$ cat src/rtl/strRepPkg.sv
package strRepPkg;
  localparam int ELEM_MAX_BYTES = 8;
  localparam int DATA_W = 8 * ELEM_MAX_BYTES;

  typedef enum logic [2:0] {
    OP_MOVE = 3'd0,
    OP_FILL = 3'd1,
    OP_LOAD = 3'd2,
    OP_CMP  = 3'd3,
    OP_SCAN = 3'd4
  } strOp_e;

  typedef enum logic [2:0] {
    S_IDLE,
    S_CHECK,
    S_ACC1,
    S_ACC2,
    S_STEP
  } seqState_e;

  // strobes from control to datapath
  typedef struct packed {
    logic load;     // take operands from the ports
    logic capTmp;   // hold read data for a later write or compare
    logic loadAcc;  // merge read data into accumulator low lanes
    logic cmpAcc;   // flag from read data against accumulator
    logic cmpTmp;   // flag from read data against held element
    logic step;     // count down and advance indices
    logic useDst;   // address from destination index
  } dpStrobe_t;
endpackage

$ cat src/rtl/strRepDatapath.sv
module strRepDatapath
  import strRepPkg::*;
#(
  parameter int XLEN = 64
) (
  input  logic                clk,
  input  logic                rstN,
  input  dpStrobe_t           strb,
  input  logic [2:0]          opSel,
  input  logic [7:0]          prefixByte,
  input  logic [1:0]          sizeSel,
  input  logic [1:0]          addrSize,
  input  logic [XLEN-1:0]     countIn,
  input  logic [XLEN-1:0]     srcIn,
  input  logic [XLEN-1:0]     dstIn,
  input  logic [DATA_W-1:0]   accIn,
  input  logic                zfIn,
  input  logic [DATA_W-1:0]   memRdata,
  output strOp_e              op,
  output logic                whileNe,
  output logic                cntZero,
  output logic                cntOne,
  output logic                zf,
  output logic [XLEN-1:0]     countOut,
  output logic [XLEN-1:0]     srcOut,
  output logic [XLEN-1:0]     dstOut,
  output logic [DATA_W-1:0]   accOut,
  output logic [XLEN-1:0]     memAddr,
  output logic [DATA_W-1:0]   memWdata,
  output logic [1:0]          memSize
);
  localparam logic [XLEN-1:0] ONE = XLEN'(1);

  logic [XLEN-1:0]   cntQ, srcQ, dstQ;
  logic [DATA_W-1:0] accQ, tmpQ;
  logic              zfQ, neQ;
  strOp_e            opQ;
  logic [1:0]        szQ, aszQ;

  function automatic logic [XLEN-1:0] widthMask(input logic [1:0] asz);
    logic [XLEN-1:0] m;
    m = '1;
    if (asz == 2'd0) m = XLEN'(16'hFFFF);
    else if (asz == 2'd1) m = XLEN'(32'hFFFF_FFFF);
    return m;
  endfunction

  logic [XLEN-1:0] runMask, loadMask, stride;
  assign runMask  = widthMask(aszQ);
  assign loadMask = widthMask(addrSize);
  assign stride   = ONE << szQ;

  // byte lanes covered by the current element size
  logic [DATA_W-1:0] laneMask;
  for (genvar b = 0; b < ELEM_MAX_BYTES; b++) begin : g_lane
    assign laneMask[8*b +: 8] = (b < (1 << szQ)) ? 8'hFF : 8'h00;
  end

  logic advSrc, advDst;
  assign advSrc = (opQ == OP_MOVE) || (opQ == OP_LOAD) || (opQ == OP_CMP);
  assign advDst = (opQ == OP_MOVE) || (opQ == OP_FILL) || (opQ == OP_CMP) || (opQ == OP_SCAN);

  always_ff @(posedge clk or negedge rstN) begin
    if (!rstN) begin
      cntQ <= '0;
      srcQ <= '0;
      dstQ <= '0;
      accQ <= '0;
      tmpQ <= '0;
      zfQ  <= 1'b0;
      neQ  <= 1'b0;
      opQ  <= OP_MOVE;
      szQ  <= 2'd0;
      aszQ <= 2'd0;
    end else begin
      if (strb.load) begin
        cntQ <= countIn & loadMask;
        srcQ <= srcIn & loadMask;
        dstQ <= dstIn & loadMask;
        accQ <= accIn;
        zfQ  <= zfIn;
        neQ  <= (prefixByte == 8'hF2);
        opQ  <= strOp_e'(opSel);
        szQ  <= sizeSel;
        aszQ <= addrSize;
      end
      if (strb.capTmp)  tmpQ <= memRdata;
      if (strb.loadAcc) accQ <= (accQ & ~laneMask) | (memRdata & laneMask);
      if (strb.cmpAcc)  zfQ  <= ((memRdata ^ accQ) & laneMask) == '0;
      if (strb.cmpTmp)  zfQ  <= ((memRdata ^ tmpQ) & laneMask) == '0;
      if (strb.step) begin
        cntQ <= (cntQ - ONE) & runMask;
        if (advSrc) srcQ <= (srcQ + stride) & runMask;
        if (advDst) dstQ <= (dstQ + stride) & runMask;
      end
    end
  end

  assign op       = opQ;
  assign whileNe  = neQ;
  assign cntZero  = (cntQ == '0);
  assign cntOne   = (cntQ == ONE);
  assign zf       = zfQ;
  assign countOut = cntQ;
  assign srcOut   = srcQ;
  assign dstOut   = dstQ;
  assign accOut   = accQ;
  assign memAddr  = strb.useDst ? dstQ : srcQ;
  assign memWdata = (opQ == OP_FILL) ? accQ : tmpQ;
  assign memSize  = szQ;
endmodule

$ cat src/rtl/strRepControl.sv
module strRepControl
  import strRepPkg::*;
(
  input  logic      clk,
  input  logic      rstN,
  input  logic      start,
  input  logic      resume,
  input  logic      irq,
  input  logic      memReady,
  input  strOp_e    op,
  input  logic      whileNe,
  input  logic      cntZero,
  input  logic      cntOne,
  input  logic      zf,
  output dpStrobe_t strb,
  output logic      memReq,
  output logic      memWe,
  output logic      busy,
  output logic      done,
  output logic      exitByFlag,
  output logic      parked
);
  seqState_e stateQ, stateNxt;
  logic doneQ, doneNxt, flagQ, flagNxt, parkQ, parkSet, parkClr;
  logic isCmp, isScan, twoAcc, flagStop;

  assign isCmp    = (op == OP_CMP);
  assign isScan   = (op == OP_SCAN);
  assign twoAcc   = (op == OP_MOVE) || isCmp;
  assign flagStop = (isCmp || isScan) && (whileNe ? zf : !zf);

  always_comb begin
    strb     = '0;
    stateNxt = stateQ;
    memReq   = 1'b0;
    memWe    = 1'b0;
    doneNxt  = 1'b0;
    flagNxt  = flagQ;
    parkSet  = 1'b0;
    parkClr  = 1'b0;
    case (stateQ)
      S_IDLE: begin
        if (start) begin
          strb.load = 1'b1;
          parkClr   = 1'b1;
          stateNxt  = S_CHECK;
        end else if (resume && parkQ) begin
          parkClr  = 1'b1;
          stateNxt = S_CHECK;
        end
      end
      S_CHECK: begin
        if (cntZero) begin
          doneNxt  = 1'b1;
          flagNxt  = 1'b0;
          stateNxt = S_IDLE;
        end else if (irq) begin
          parkSet  = 1'b1;
          stateNxt = S_IDLE;
        end else begin
          stateNxt = S_ACC1;
        end
      end
      S_ACC1: begin
        memReq      = 1'b1;
        memWe       = (op == OP_FILL);
        strb.useDst = (op == OP_FILL) || isScan;
        if (memReady) begin
          strb.capTmp  = twoAcc;
          strb.loadAcc = (op == OP_LOAD);
          strb.cmpAcc  = isScan;
          stateNxt     = twoAcc ? S_ACC2 : S_STEP;
        end
      end
      S_ACC2: begin
        memReq      = 1'b1;
        memWe       = (op == OP_MOVE);
        strb.useDst = 1'b1;
        if (memReady) begin
          strb.cmpTmp = isCmp;
          stateNxt    = S_STEP;
        end
      end
      S_STEP: begin
        strb.step = 1'b1;
        if (cntOne) begin
          doneNxt  = 1'b1;
          flagNxt  = 1'b0;
          stateNxt = S_IDLE;
        end else if (flagStop) begin
          doneNxt  = 1'b1;
          flagNxt  = 1'b1;
          stateNxt = S_IDLE;
        end else begin
          stateNxt = S_CHECK;
        end
      end
      default: stateNxt = S_IDLE;
    endcase
  end

  always_ff @(posedge clk or negedge rstN) begin
    if (!rstN) begin
      stateQ <= S_IDLE;
      doneQ  <= 1'b0;
      flagQ  <= 1'b0;
      parkQ  <= 1'b0;
    end else begin
      stateQ <= stateNxt;
      doneQ  <= doneNxt;
      flagQ  <= flagNxt;
      if (parkSet) parkQ <= 1'b1;
      else if (parkClr) parkQ <= 1'b0;
    end
  end

  assign busy       = (stateQ != S_IDLE);
  assign done       = doneQ;
  assign exitByFlag = flagQ;
  assign parked     = parkQ;
endmodule

$ cat src/rtl/strRepSeq.sv
module strRepSeq
  import strRepPkg::*;
#(
  parameter int XLEN = 64
) (
  input  logic              clk,
  input  logic              rstN,
  input  logic              start,
  input  logic              resume,
  input  logic              irq,
  input  logic [2:0]        opSel,
  input  logic [7:0]        prefixByte,
  input  logic [1:0]        sizeSel,
  input  logic [1:0]        addrSize,
  input  logic [XLEN-1:0]   countIn,
  input  logic [XLEN-1:0]   srcIn,
  input  logic [XLEN-1:0]   dstIn,
  input  logic [63:0]       accIn,
  input  logic              zfIn,
  output logic              memReq,
  output logic              memWe,
  output logic [XLEN-1:0]   memAddr,
  output logic [1:0]        memSize,
  output logic [63:0]       memWdata,
  input  logic              memReady,
  input  logic [63:0]       memRdata,
  output logic              busy,
  output logic              done,
  output logic              exitByFlag,
  output logic              parked,
  output logic [XLEN-1:0]   countOut,
  output logic [XLEN-1:0]   srcOut,
  output logic [XLEN-1:0]   dstOut,
  output logic [63:0]       accOut,
  output logic              zfOut
);
  dpStrobe_t strb;
  strOp_e    op;
  logic      whileNe, cntZero, cntOne, zf;

  strRepControl u_ctrl (
    .clk(clk), .rstN(rstN), .start(start), .resume(resume), .irq(irq),
    .memReady(memReady), .op(op), .whileNe(whileNe), .cntZero(cntZero),
    .cntOne(cntOne), .zf(zf), .strb(strb), .memReq(memReq), .memWe(memWe),
    .busy(busy), .done(done), .exitByFlag(exitByFlag), .parked(parked)
  );

  strRepDatapath #(.XLEN(XLEN)) u_dp (
    .clk(clk), .rstN(rstN), .strb(strb), .opSel(opSel), .prefixByte(prefixByte),
    .sizeSel(sizeSel), .addrSize(addrSize), .countIn(countIn), .srcIn(srcIn),
    .dstIn(dstIn), .accIn(accIn), .zfIn(zfIn), .memRdata(memRdata), .op(op),
    .whileNe(whileNe), .cntZero(cntZero), .cntOne(cntOne), .zf(zf),
    .countOut(countOut), .srcOut(srcOut), .dstOut(dstOut), .accOut(accOut),
    .memAddr(memAddr), .memWdata(memWdata), .memSize(memSize)
  );

  assign zfOut = zf;
endmodule

$ cat config.mk
export PLATFORM = sky130hd
export DESIGN_NAME = strRepSeq
export DESIGN_NICKNAME = d
export VERILOG_FILES = /design/src/rtl/strRepPkg.sv /design/src/rtl/strRepDatapath.sv /design/src/rtl/strRepControl.sv /design/src/rtl/strRepSeq.sv
export SDC_FILE = /design/constraint.sdc
export NUM_CORES = 1
export LEC_CHECK = 0
export BUFFER_PORTS_ARGS = -buffer_cell sky130_fd_sc_hd__buf_2
export CAP_MARGIN = 20
export CORE_AREA = 2 2 290 292
export DETAILED_ROUTE_END_ITERATION = 16
export DIE_AREA = 0 0 292 294
export PLACE_DENSITY = 0.48
export SETUP_SLACK_MARGIN = 0.4
export SYNTH_ARGS = -nofsm -noshare
export SYNTH_HDL_FRONTEND = slang
export SYNTH_SLANG_ARGS = --single-unit
$ cat constraint.sdc
create_clock -name clk -period 3.45 [get_ports clk]
set_input_delay 0.8625 -clock clk [delete_from_list [all_inputs] [get_ports clk]]
set_output_delay 0.8625 -clock clk [all_outputs]
set_load 0.1 [all_outputs]
**Word level (Yosys, flattened, before mapping)**

Index checks and enable logic that the tools add are counted.

- Reductions and logical operators: 27
- Bitwise logic cells: 14
- Shift-type cells: 2
- $add $sub $neg: 3
- Muxes and demuxes: 64
- $lt $le $gt $ge: 8
- Equal/unequal tests: 17

Operators with widths:

| cell | number |
|---|---|
| $mux W64 | 16 |
| $and A64 B64 Y64 | 10 |
| $logic_not A64 Y1 | 3 |
| $add A64 B64 Y64 | 2 |
| $lt A4 B32 Y1 const A | 4 |
| $xor A64 B64 Y64 | 2 |
| $eq A64 B1 Y1 const B | 1 |
| $lt A3 B32 Y1 const A | 2 |
| $mux W8 | 8 |
| $not A64 Y64 | 1 |
| $or A64 B64 Y64 | 1 |
| $shl A1 B2 Y64 const A | 1 |
| $sub A64 B1 Y64 const B | 1 |
| $lt A1 B32 Y1 const A | 1 |
| $lt A2 B32 Y1 const A | 1 |
| $shl A1 B2 Y32 const A | 1 |
| $mux W3 | 9 |
| $mux W1 | 25 |
| $pmux W3 S5 | 1 |
| $eq A3 B2 Y1 const B | 4 |
| $eq A8 B8 Y1 const B | 1 |
| $logic_or A1 B1 Y1 | 8 |
| $pmux W1 S2 | 4 |
| $reduce_bool A2 Y1 | 4 |
| 13 further kinds | 24 |

- Input bits: 342
- Bits in registers: 335
- Output and inout bits: 393

**Depth between registers and ports, before layout**

Gate-level depths: netlist (run 1).

- Word-level depth: 7
- Gate-level depth with buffers: 11

**Hierarchy**

A second synthesis (run 1) with hierarchy kept.

- Cell total of the unflattened synthesis: 2,394
- Area, all modules: 21,752.1 µm²

By module, submodules not included:

| module | cells an instance | sequential area each (µm²) | area each (µm²) | instances |
|---|---|---|---|---|
| strRepDatapath | 2,340 | 8,232.9 | 21,284.2 | 1 |
| strRepControl | 54 | 150.1 | 467.9 | 1 |

**Least setup slack after synthesis (run 1)**

OpenSTA, ideal clock, no wires.

- Kind: reg-to-output
- Start point: register u_ctrl.stateQ[1]
- End point: output memWe
- Path slack: -2.621 ns
- Stages on the path, launching flop included: 4
- Path buffers: 1
- Arrival: 5.208 ns
- Required time: 2.588 ns
- Path through: dfrtp_1 > clkbuf_1 > nor2b_1 > nor4b_1

- Word-level cells in the longest chain between the ends: 2

Ends and longest elaborated chain:

| what | RTL line | source |
|---|---|---|
| from (decl) | strRepControl.sv:23 | `seqState_e stateQ, stateNxt;` |
| from (signal assigned) | strRepControl.sv:109 | `stateQ <= stateNxt;` |
| $eq A3 B2 Y1 | strRepControl.sv:41 | `case (stateQ)` |
| $pmux W1 S2 (*) | strRepControl.sv:41 |  |
| to (decl) | strRepSeq.sv:21 | `output logic memWe,` |

Mark *: on every way between the ends. The rest lies on a longest branch, timed or not.

**Worst setup path in the final report (run 1)**

- Start point: register u_dp.opQ[2], in the netlist u_dp.op[2]
- End point: output memAddr[46]

- Word-level cells in the longest chain between the ends: 4

Ends and longest elaborated chain:

| what | RTL line | source |
|---|---|---|
| from (decl) | strRepDatapath.sv:37 | `strOp_e opQ;` |
| from (signal assigned) | strRepDatapath.sv:83 | `opQ <= strOp_e'(opSel);` |
| $eq A3 B1 Y1 or $eq A3 B3 Y1 (tied branches) | strRepControl.sv:67, strRepControl.sv:28 |  |
| $logic_or A1 B1 Y1 (*) | strRepControl.sv:67 | `strb.useDst = (op == OP_FILL) \|\| isScan;` |
| $pmux W1 S2 (*) | strRepControl.sv:41 |  |
| $mux W64 (*) | strRepDatapath.sv:108 | `assign memAddr = strb.useDst ? dstQ : srcQ;` |
| to (decl) | strRepSeq.sv:22 | `output logic [XLEN-1:0] memAddr,` |

Marks and branches as above.

==> metrics.md, run 1 <==
| Metric | Value |
|---|---|
| Setup TNS | `0 ns` |
| Final GP Congestion | `0.996` |
| Clock Pin Slew Worst Setup and Hold Paths | `0.05 ns` |
| DP Wirelength | `89800 µm` |
| DIE AREA | `85800 µm²` |
| Commonest cells in the netlist | `335 x dfrtp_1, 238 x nor2_1, 230 x nand2_1, 184 x mux2_2, 138 x o21ai_0` |
| Mapped Cells | `2377` |
| Mapped cell area | `21200 µm²` |
| Initial core utilization | `25.6%` |
| Vias per cell | `5.43` |
| CTS Buffer Depth | `3` |
| Avg Inst Size Synth | `8.91 µm²` |
| Port Buffers | `734` |
| Chip height | `294 µm` |
| Num Clock Sinks | `335` |
| WP data arrival | `2.41 ns` |
| Area share of the largest cell type after synthesis | `39.6%` |
| Drt total wl | `118000 µm` |
| CP endpoint kind | `output port` |
| Final Hold Fails | `0` |
| Cell with the most instances after synthesis | `dfrtp_1` |
| Netlist cell types | `76` |
| Final min period | `3.27 ns` |
| DRT Pass-1 Iters | `5` |
| Ports | `735` |
| Final period util | `94.7%` |
| Num rows | `106` |
| Pin count of the biggest net entering global routing | `71` |
| Yosys warnings | `0` |
| Vias | `23300` |
| Flop and latch count out of synthesis | `335` |
| Die width | `292 µm` |
| FFs w/ async S/R, synth | `100%` |
| Area growth syn-to-layout | `48.5%` |
| DRT iter0 DRCs | `1754` |
| Crit path kind | `reg -> out` |
| H-tree depth | `2` |
| Fin. max-slew vios | `0` |
| Worst Path Max Fanout | `7` |
| Status | `finished, final reports clean` |
| Area of the multi-input gates | `12800 µm²` |
| Syn_nets | `2728` |
| Worst-Margin Slew | `1.03 ns` |
| CTS buffer count | `47` |
| Area leader, netlist | `dfrtp_1` |
| Remaining antenna violation count | `0` |
| DR WL/cell | `27.6 µm` |
| Max-Slew Margin vs Limit | `31.6%` |
| Max-cap viol count | `0` |
| GRT Total Usage | `26.2%` |
| Min-Delay Path Class | `in -> async` |
| First-pass GRT wire length | `165000 µm` |
| Placed cell areas | `28000 µm²` |
| Final net count | `3510` |
| Startpoint Class | `register` |
| Clock root buffer | `clkbuf_16` |
| Ranking of synthesized cells by area | `dfrtp_1 40%, mux2_2 9.8%, nor2_1 4.2%` |
| FMAX | `306 MHz` |
| Core area | `82900 µm²` |
| Final Skew | `0.0301 ns` |
| Sequential cell area | `8430 µm²` |
| Setup Viol. Count Final | `0` |
| WP data required | `2.59 ns` |
| RSZ-0062 raised after global routing | `true` |
| Share of cells above drive strength 1 | `38.4%` |
| Total gr overflow | `0` |
| Post-synth top flop | `dfrtp_1` |
| CTS tree | `built` |
| Clock insertion delay at the later pin of the skew report | `0.60 ns` |
| Number of global-route vias before repair | `22600` |
| Final core utilization | `38.0%` |
| Residual DRC count | `0` |
| Fill count | `8550` |
| Design area | `31500 µm²` |
| Initial antenna violation count | `20` |
| EDFF count, synth | `0` |
| Seq/Total Area, Yosys | `39.6%` |
-- routing by layer --
metal | vias to the layer above | routed length [µm] | GRT usage (%)
li1 | 10500 | - | -
met5 | - | 128 | 0
met1 | 11500 | 47700 | 32.3
met2 | 1052 | 54900 | 43.4
met4 | 18 | 6030 | 11.9
met3 | 204 | 9490 | 6.28
-- worst max-delay path, cell delays in order, from the launching register on --
cell	delay, ns
dfrtp_1	0.41
xnor2_2	0.17
o21ai_4	0.17
and2_4	0.18
buf_12	0.17
buf_8	0.17
mux2_4	0.34
buf_12	0.17
-- worst paths after layout --
path                                                    start                            end  slack, ns  cells past startpoint
worst max-delay path                   u_dp.op[2]$_DFFE_PN0P_                    memAddr[46]       0.18                      7
worst min-delay path                                     rstN  u_dp.countOut[47]$_DFFE_PN0P_       0.28                      1
worst max register to register  u_dp.countOut[40]$_DFFE_PN0P_   u_ctrl.stateQ[1]$_DFFE_PN0P_       0.56                      7
worst min register to register       u_dp.whileNe$_DFFE_PN0P_       u_dp.whileNe$_DFFE_PN0P_       0.50                      2
max in group asynchronous                                rstN                      async pin       2.27                      2
min in group clk                                     opSel[0]         u_dp.op[0]$_DFFE_PN0P_       0.48                      3
-- area by class of cell --
type                       count  area share [%]
sequential                   335            26.8
inverter                      26           0.310
clock buffer                  74            4.47
timing repair buffer         882            22.8
multi-input combinational   1867            40.8
tap                         1080            4.29
clock inverter                10           0.441
antenna                       11          0.0875
-- metrics by stage --
stage,cells,hold slack (ns),setup slack (ns)
after detailed placement,4152,0.495,0.378
after CTS,4265,0.272,0.134
after global placement,4151,0.492,0.406
final,4285,0.276,0.182
after global routing,4279,0.303,0.112
after floorplan,2377,0.468,0.379
-- logic make-up after synthesis --
logic type | count (synthesis) | synth area share (%)
compound gates | 585 | 18.4
buf+inv | 180 | 3.30
mux | 194 | 10.3
fa+ha+maj | 9 | 0.532
xor+xnor | 175 | 7.23
flops | 335 | 39.6
simple gates | 899 | 20.7
-- timing repair --
item / 4_1_cts / 5_1_grt
gates resized for setup: 168 / 208
endpoints found under the setup margin: 132 / 161
pin swaps: 6 / 6
cloned: 10 / 4
hold buffers: 0 / 0
buffers inserted: 19 / 5
-- cell usage in the layout (no fill, tap or decap), types with 10 or more instances in the layout --
master     instances
a31oi_1           20
mux2_2            65
buf_12           144
diode_2           11
or3_1             20
clkbuf_8          13
and3_1            57
a311oi_1          14
clkbuf_1          14
o21a_1            10
nor2_1           236
mux2_4           119
buf_4            112
nand3_1           76
a22oi_1           44
clkbuf_16         49
mux2i_1           10
dfrtp_2           25
nor4_1            64
nand2_1          227
xnor2_1           75
dfrtp_1          307
a211oi_1          20
and2_1            14
a221o_1           23
buf_2            604
or4_1             16
o22ai_1           85
o311ai_0          31
or2_2             13
nand4_1           58
o21ai_0          127
xor2_1            99
a21oi_1           91
inv_1             26
a211o_1           10
o211ai_1          26
nor3_1            63
Power of run 1 is not shown: default switching activity piles up to over one toggle a cycle in this logic, so the estimate is an artifact.
==> inputs of run 2 (changes only) <==
Settings changed: CORE_AREA 2 2 290 292 to 2 2 286 288, CTS_BUF_LIST from default to sky130_fd_sc_hd__clkbuf_16, DIE_AREA 0 0 292 294 to 0 0 288 290, PLACE_DENSITY 0.48 to 0.49.
==> run 2 against run 1 <==
  * Die area down 2.7%
  * Cell area down 0.42%
  * Utilization up 1.1 points
  * Via count up 0.45%
  * Cell count down 0.68%
  * Largest cell class unchanged
  * Routed wire length up 0.34%
  * Sequential share of layout area up 0.11 points
==> metrics.md, run 2 (synthesis gave the netlist of run 1 again) <==
| Metric | Value |
|---|---|
| Status | `finished, final reports clean (unchanged)` |
| Crit path kind | `reg -> out (unchanged)` |
| Crit-path cells | `xnor2_1, o21ai_1, and2_4, buf_12, buf_8, buf_6, mux2_4, buf_12 (was xnor2_2, o21ai_4, and2_4, buf_12, buf_8, mux2_4, buf_12)` |
| Final net count | `3500 (was 3510)` |
| Num rows | `104 (was 106)` |
| CTS buffer count | `46 (was 47)` |
| Pin count of the biggest net entering global routing | `72 (was 71)` |
| Max-Slew Margin vs Limit | `29.5% (was 31.6%)` |
| Clock Pin Slew Worst Setup and Hold Paths | `0.06 ns (was 0.05 ns)` |
| Die width | `288 µm (was 292 µm)` |
| First-pass GRT wire length | `168000 µm (was 165000 µm)` |
| CP max stage cell | `dfrtp_1 (unchanged)` |
| CTS hold repair buffers | `0 (unchanged)` |
| Clock insertion delay at the later pin of the skew report | `0.60 ns (about the same)` |
| Initial antenna violation count | `21 (was 20)` |
| Fill count | `8296 (was 8550)` |
| Remaining antenna violation count | `0 (unchanged)` |
| Final Hold Fails | `0 (unchanged)` |
| Share of cells above drive strength 1 | `38.1% (was 38.4%)` |
| CTS Buffer Depth | `3 (unchanged)` |
| Worst path most repeated cell | `buf_12 (unchanged)` |
| Final Skew | `0.0256 ns (was 0.0301 ns)` |
| CP endpoint kind | `output port (unchanged)` |
| Min-Delay Path Class | `in -> async (unchanged)` |
| Num Clock Sinks | `335 (unchanged)` |
| DRT iter0 DRCs | `1941 (was 1754)` |
| FMAX | `308 MHz (was 306 MHz)` |
| Worst Path Max Fanout | `6 (was 7)` |
| Final WS setup | `0.198 ns (was 0.182 ns)` |
| Startpoint Class | `register (unchanged)` |
| Area growth syn-to-layout | `47.9% (was 48.5%)` |
| WP data arrival | `2.39 ns (was 2.41 ns)` |
| H-tree depth | `2 (unchanged)` |
| DIE AREA | `83500 µm² (was 85800 µm²)` |
| Total gr overflow | `0 (unchanged)` |
| WP data required | `2.59 ns (about the same)` |
| Vias per cell | `5.49 (was 5.43)` |
| Port Buffers | `734 (unchanged)` |
| Commonest cells after routing, fill and taps aside | `604 x buf_2, 307 x dfrtp_1, 234 x nor2_1 (was 604 x buf_2, 307 x dfrtp_1, 236 x nor2_1)` |
| Setup TNS | `0 ns (unchanged)` |
| Setup Viol. Count Final | `0 (unchanged)` |
| Core area | `80200 µm² (was 82900 µm²)` |
| Residual DRC count | `0 (unchanged)` |
| Clock root buffer | `clkbuf_16 (unchanged)` |
| RSZ-0062 raised after global routing | `true (unchanged)` |
| Final GP Congestion | `0.985 (was 0.996)` |
| Final period util | `94.3% (was 94.7%)` |
| Initial core utilization | `26.4% (was 25.6%)` |
| Vias | `23400 (was 23300)` |
| Drt total wl | `119000 µm (was 118000 µm)` |
| Worst Path Buf+Inv | `4 (was 3)` |
| Fin. max-slew vios | `0 (unchanged)` |
| DRT Pass-1 Iters | `5 (unchanged)` |
| CTS tree | `built (unchanged)` |
| Max-cap viol count | `0 (unchanged)` |
| Worst-Margin Slew | `1.06 ns (was 1.03 ns)` |
| DR WL/cell | `27.9 µm (was 27.6 µm)` |
| Most common cell after layout, fill and taps aside | `buf_2 (unchanged)` |
| DP Wirelength | `89600 µm (was 89800 µm)` |
| Ports | `735 (unchanged)` |
| Final min period | `3.25 ns (was 3.27 ns)` |
| CP delay by family, top | `buffers and inverters (unchanged)` |
| GRT Total Usage | `27.3% (was 26.2%)` |
| Worst path max stage delay | `0.41 ns (about the same)` |
| Chip height | `290 µm (was 294 µm)` |
| Number of global-route vias before repair | `22900 (was 22600)` |
| Placement Setup Slack | `0.372 ns (was 0.378 ns)` |
run 2: cell types whose count changed in the layout (fill, tap and decap cells not counted), sizes merged:
cell / previous run / this run
bufinv: 3 / 2
bufbuf: 0 / 1
inv: 28 / 40
diode: 11 / 10
clkbuf: 77 / 47
buf: 879 / 874
clkinvlp: 1 / 0
clkinv: 4 / 23
and2: 19 / 16
run 2: area by class of cell:
cell class	count	area [µm²]	area share (%)
antenna	10	25.0	0.0799
clock buffer	46	1150	3.67
clock inverter	39	250	0.799
inverter	26	97.6	0.311
multi-input combinational	1864	12800	41.0
sequential	335	8430	26.9
tap	1060	1330	4.23
timing repair buffer	876	7220	23.0
run 2: path summary, 6_finish.rpt:
check	startpoint	end	slack, ns	depth (start not counted)
setup / recovery	u_dp.op[0]$_DFFE_PN0P_	memAddr[53]	0.20	8
hold / removal	rstN	u_dp.countOut[36]$_DFFE_PN0P_	0.30	1
setup reg to reg	u_dp.countOut[40]$_DFFE_PN0P_	u_ctrl.parked$_DFFE_PN0P_	0.57	6
hold reg to reg	u_ctrl.parked$_DFFE_PN0P_	u_ctrl.parked$_DFFE_PN0P_	0.51	1
max in group asynchronous	rstN	async pin	2.35	2
min in group clk	srcIn[27]	u_dp.srcOut[27]$_DFF_PN0_	0.48	2
run 2: timing repair:
action,in CTS,in global routing
buffers inserted,25,1
pin swaps,2,5
resized for setup,304,86
gates cloned,10,3
setup endpoints to repair,132,163
run 2: worst reg2reg max path: cells and delay by family (launching register included):
kind / cells / cell delay [ns]
AO/OA/AOI/OAI: 1 / 0.26
AND/OR/NAND/NOR: 5 / 2.04
flip-flops: 1 / 0.44
run 2: stage by stage:
step                      util, %  hold WS (ns)  instances  instance area [µm²]
after floorplan                 -         0.468       2377                21600
after global placement       34.8         0.505       4121                27900
after detailed placement     34.8         0.504       4122                27900
after CTS                    38.6         0.295       4242                30900
after global routing         39.1         0.331       4251                31300
final                        39.1         0.304       4256                31300
run 2: routing by layer:
| layer | track usage [%] | wire, µm | vias to the layer above |
|---|---|---|---|
| met4 | 12.8 | 6110 | 18 |
| met3 | 6.76 | 10000 | 236 |
| met1 | 33.8 | 47100 | 11500 |
| met2 | 44.3 | 55300 | 1138 |
| li1 | - | - | 10400 |
| met5 | 0 | 110 | - |
Power of run 2 is left out for the same reason.
==> inputs of run 3 (changes only) <==
Settings changed: CORE_AREA 2 2 286 288 to 2 2 283 285, DIE_AREA 0 0 288 290 to 0 0 285 287.
Clock period 3.45 ns to 3.9 ns, I/O delays scaled along.
==> run 3 against run 2 <==
  * Worst setup slack better by 0.23 ns
  * Sequential share of layout area up 2.1 points
  * Die area shrank 2.1%
  * Non-clock buffer count fell by 45
  * Global-route usage fell by 2.1 points
  * Hold slack improved by 0.13 ns
  * Via count fell by 2.5%
  * Routed wire length is 8.9% lower
  * Highest routed layer unchanged
  * Clock-buffer cell count did not move
  * Critical path depth fell by 1
  * Utilization is 2.3 points lower
==> metrics.md, run 3 (synthesis gave the netlist of run 1 again) <==
| Metric | Value |
|---|---|
| Status | `finished, final reports clean (unchanged)` |
| Number of global-route vias before repair | `21900 (was 22900)` |
| Remaining antenna violation count | `0 (unchanged)` |
| Area growth syn-to-layout | `36.5% (was 47.9%)` |
| Worst Path Buf+Inv | `3 (was 4)` |
| Max-cap viol count | `0 (unchanged)` |
| CP delay by family, top | `buffers and inverters (unchanged)` |
| Final core utilization | `36.8% (was 39.1%)` |
| Startpoint Class | `register (unchanged)` |
| Crit-path cells | `xnor2_1, o21ai_2, and2_4, buf_8, clkbuf_16, mux2_2, buf_12 (was xnor2_1, o21ai_1, and2_4, buf_12, buf_8, buf_6, mux2_4, buf_12)` |
| Initial core utilization | `26.9% (was 26.4%)` |
| Worst path max stage delay | `0.42 ns (was 0.41 ns)` |
| Final Skew | `0.0252 ns (was 0.0256 ns)` |
| Core area | `78600 µm² (was 80200 µm²)` |
| Ports | `735 (unchanged)` |
| Fin. max-slew vios | `0 (unchanged)` |
| First-pass GRT wire length | `154000 µm (was 168000 µm)` |
| Sequential cell area | `8390 µm² (was 8430 µm²)` |
| Total gr overflow | `0 (unchanged)` |
| CTS Buffer Depth | `3 (unchanged)` |
| Final period util | `89.1%` |
| H-tree depth | `2 (unchanged)` |
| Num Clock Sinks | `335 (unchanged)` |
| Worst Path Max Fanout | `6 (unchanged)` |
| Chip height | `287 µm (was 290 µm)` |
| Fill count | `8257 (was 8296)` |
| Setup TNS | `0 ns (unchanged)` |
| FMAX | `288 MHz` |
| Residual DRC count | `0 (unchanged)` |
| Drt total wl | `108000 µm (was 119000 µm)` |
| Pin count of the biggest net entering global routing | `91 (was 72)` |
| Share of cells above drive strength 1 | `36.1% (was 38.1%)` |
| Port Buffers | `734 (unchanged)` |
| DP Wirelength | `81100 µm (was 89600 µm)` |
| RSZ-0062 raised after global routing | `true (unchanged)` |
| Clock insertion delay at the later pin of the skew report | `0.60 ns (about the same)` |
| Clock root buffer | `clkbuf_16 (unchanged)` |
| Vias per cell | `5.42 (was 5.49)` |
| Area of the multi-input gates | `12300 µm² (was 12800 µm²)` |
| Crit path kind | `reg -> out (unchanged)` |
| DRT iter0 DRCs | `1722 (was 1941)` |
| DIE AREA | `81800 µm² (was 83500 µm²)` |
| Min-Delay Path Class | `in -> async (unchanged)` |
| WP data arrival | `2.50 ns (was 2.39 ns)` |
| CTS buffer count | `45 (was 46)` |
| Worst-Margin Slew | `1.03 ns (was 1.06 ns)` |
| Max-Slew Margin vs Limit | `31.0% (was 29.5%)` |
| Final Hold Fails | `0 (unchanged)` |
| Commonest cells after routing, fill and taps aside | `633 x buf_2, 331 x dfrtp_1, 236 x nor2_1 (was 604 x buf_2, 307 x dfrtp_1, 234 x nor2_1)` |
| Final min period | `3.47 ns` |
| Num rows | `103 (was 104)` |
| DR WL/cell | `25.7 µm (was 27.9 µm)` |
| CTS tree | `built (unchanged)` |
| Clock Pin Slew Worst Setup and Hold Paths | `0.05 ns (was 0.06 ns)` |
| M1 WL | `44700 µm (was 47100 µm)` |
| DRT Pass-1 Iters | `5 (unchanged)` |
| GRT Total Usage | `25.2% (was 27.3%)` |
| WP data required | `2.92 ns (was 2.59 ns)` |
| Die width | `285 µm (was 288 µm)` |
| DR WL met2 | `52100 µm (was 55300 µm)` |
| CP max stage cell | `dfrtp_2 (was dfrtp_1)` |
| CP endpoint kind | `output port (unchanged)` |
| Setup Viol. Count Final | `0 (unchanged)` |
| Final net count | `3453 (was 3500)` |
| Final GP Congestion | `0.907 (was 0.985)` |
| Met3 wire len | `8620 µm (was 10000 µm)` |
| Most common cell after layout, fill and taps aside | `buf_2 (unchanged)` |
| Initial antenna violation count | `35 (was 21)` |
| Vias | `22800 (was 23400)` |
| Highest Signal Layer | `met5 (unchanged)` |
run 3: timing repair:
action,CTS,global route
buffers inserted,13,3
hold buffers,0,0
resized for setup,93,188
endpoints found under the setup margin,128,101
cloned,4,4
pin swaps,3,2
run 3: worst paths after layout:
check | start | end | slack [ns] | cells after the start
min reg2reg | u_ctrl.parked$_DFFE_PN0P_ | u_ctrl.parked$_DFFE_PN0P_ | 0.54 | 1
max reg2reg | u_dp.memSize[1]$_DFFE_PN0P_ | u_dp.srcOut[48]$_DFF_PN0_ | 0.69 | 9
max | u_dp.op[0]$_DFFE_PN0P_ | memAddr[56] | 0.43 | 7
min | rstN | u_dp.countOut[45]$_DFFE_PN0P_ | 0.44 | 1
max in group asynchronous | rstN | u_dp.srcOut[10]$_DFF_PN0_ | 2.54 | 2
min in group clk | u_ctrl.parked$_DFFE_PN0P_ | u_ctrl.parked$_DFFE_PN0P_ | 0.54 | 1
run 3: final cells by class:
type | count | share of cell area (%)
Multi-Input combinational cell | 1863 | 42.7
Sequential cell | 335 | 29.0
Timing Repair Buffer | 831 | 18.3
Tap cell | 1050 | 4.54
Clock buffer | 46 | 3.98
Clock inverter | 36 | 1.08
Inverter | 26 | 0.338
Antenna cell | 12 | 0.104
run 3: per-layer routing:
layer / global-route usage, % / vias to the layer above
met5: 0 / -
met4: 6.69 / 28
met3: 6.32 / 158
met2: 42.2 / 974
met1: 32.2 / 11300
li1: - / 10400
run 3: worst reg2reg max path, stage by stage, from the launching register on:
cell	delay, ns
dfrtp_1	0.49
nor2b_1	0.40
xor2_1	0.19
ha_1	0.24
o21ai_0	0.13
a21bo_2	0.28
a2111o_1	0.71
o21ai_0	0.26
a21boi_0	0.10
a211o_1	0.30
run 3: through the flow:
stage / setup WS [ns] / hold slack [ns] / instances / instance area, µm²
after floorplan: 0.344 / 0.468 / 2377 / 21300
after global placement: 0.755 / 0.519 / 4081 / 26300
after detailed placement: 0.724 / 0.517 / 4081 / 26300
after CTS: 0.376 / 0.436 / 4180 / 28300
after global routing: 0.350 / 0.469 / 4196 / 28900
final: 0.427 / 0.436 / 4199 / 28900
Power of run 3 is left out for the same reason.
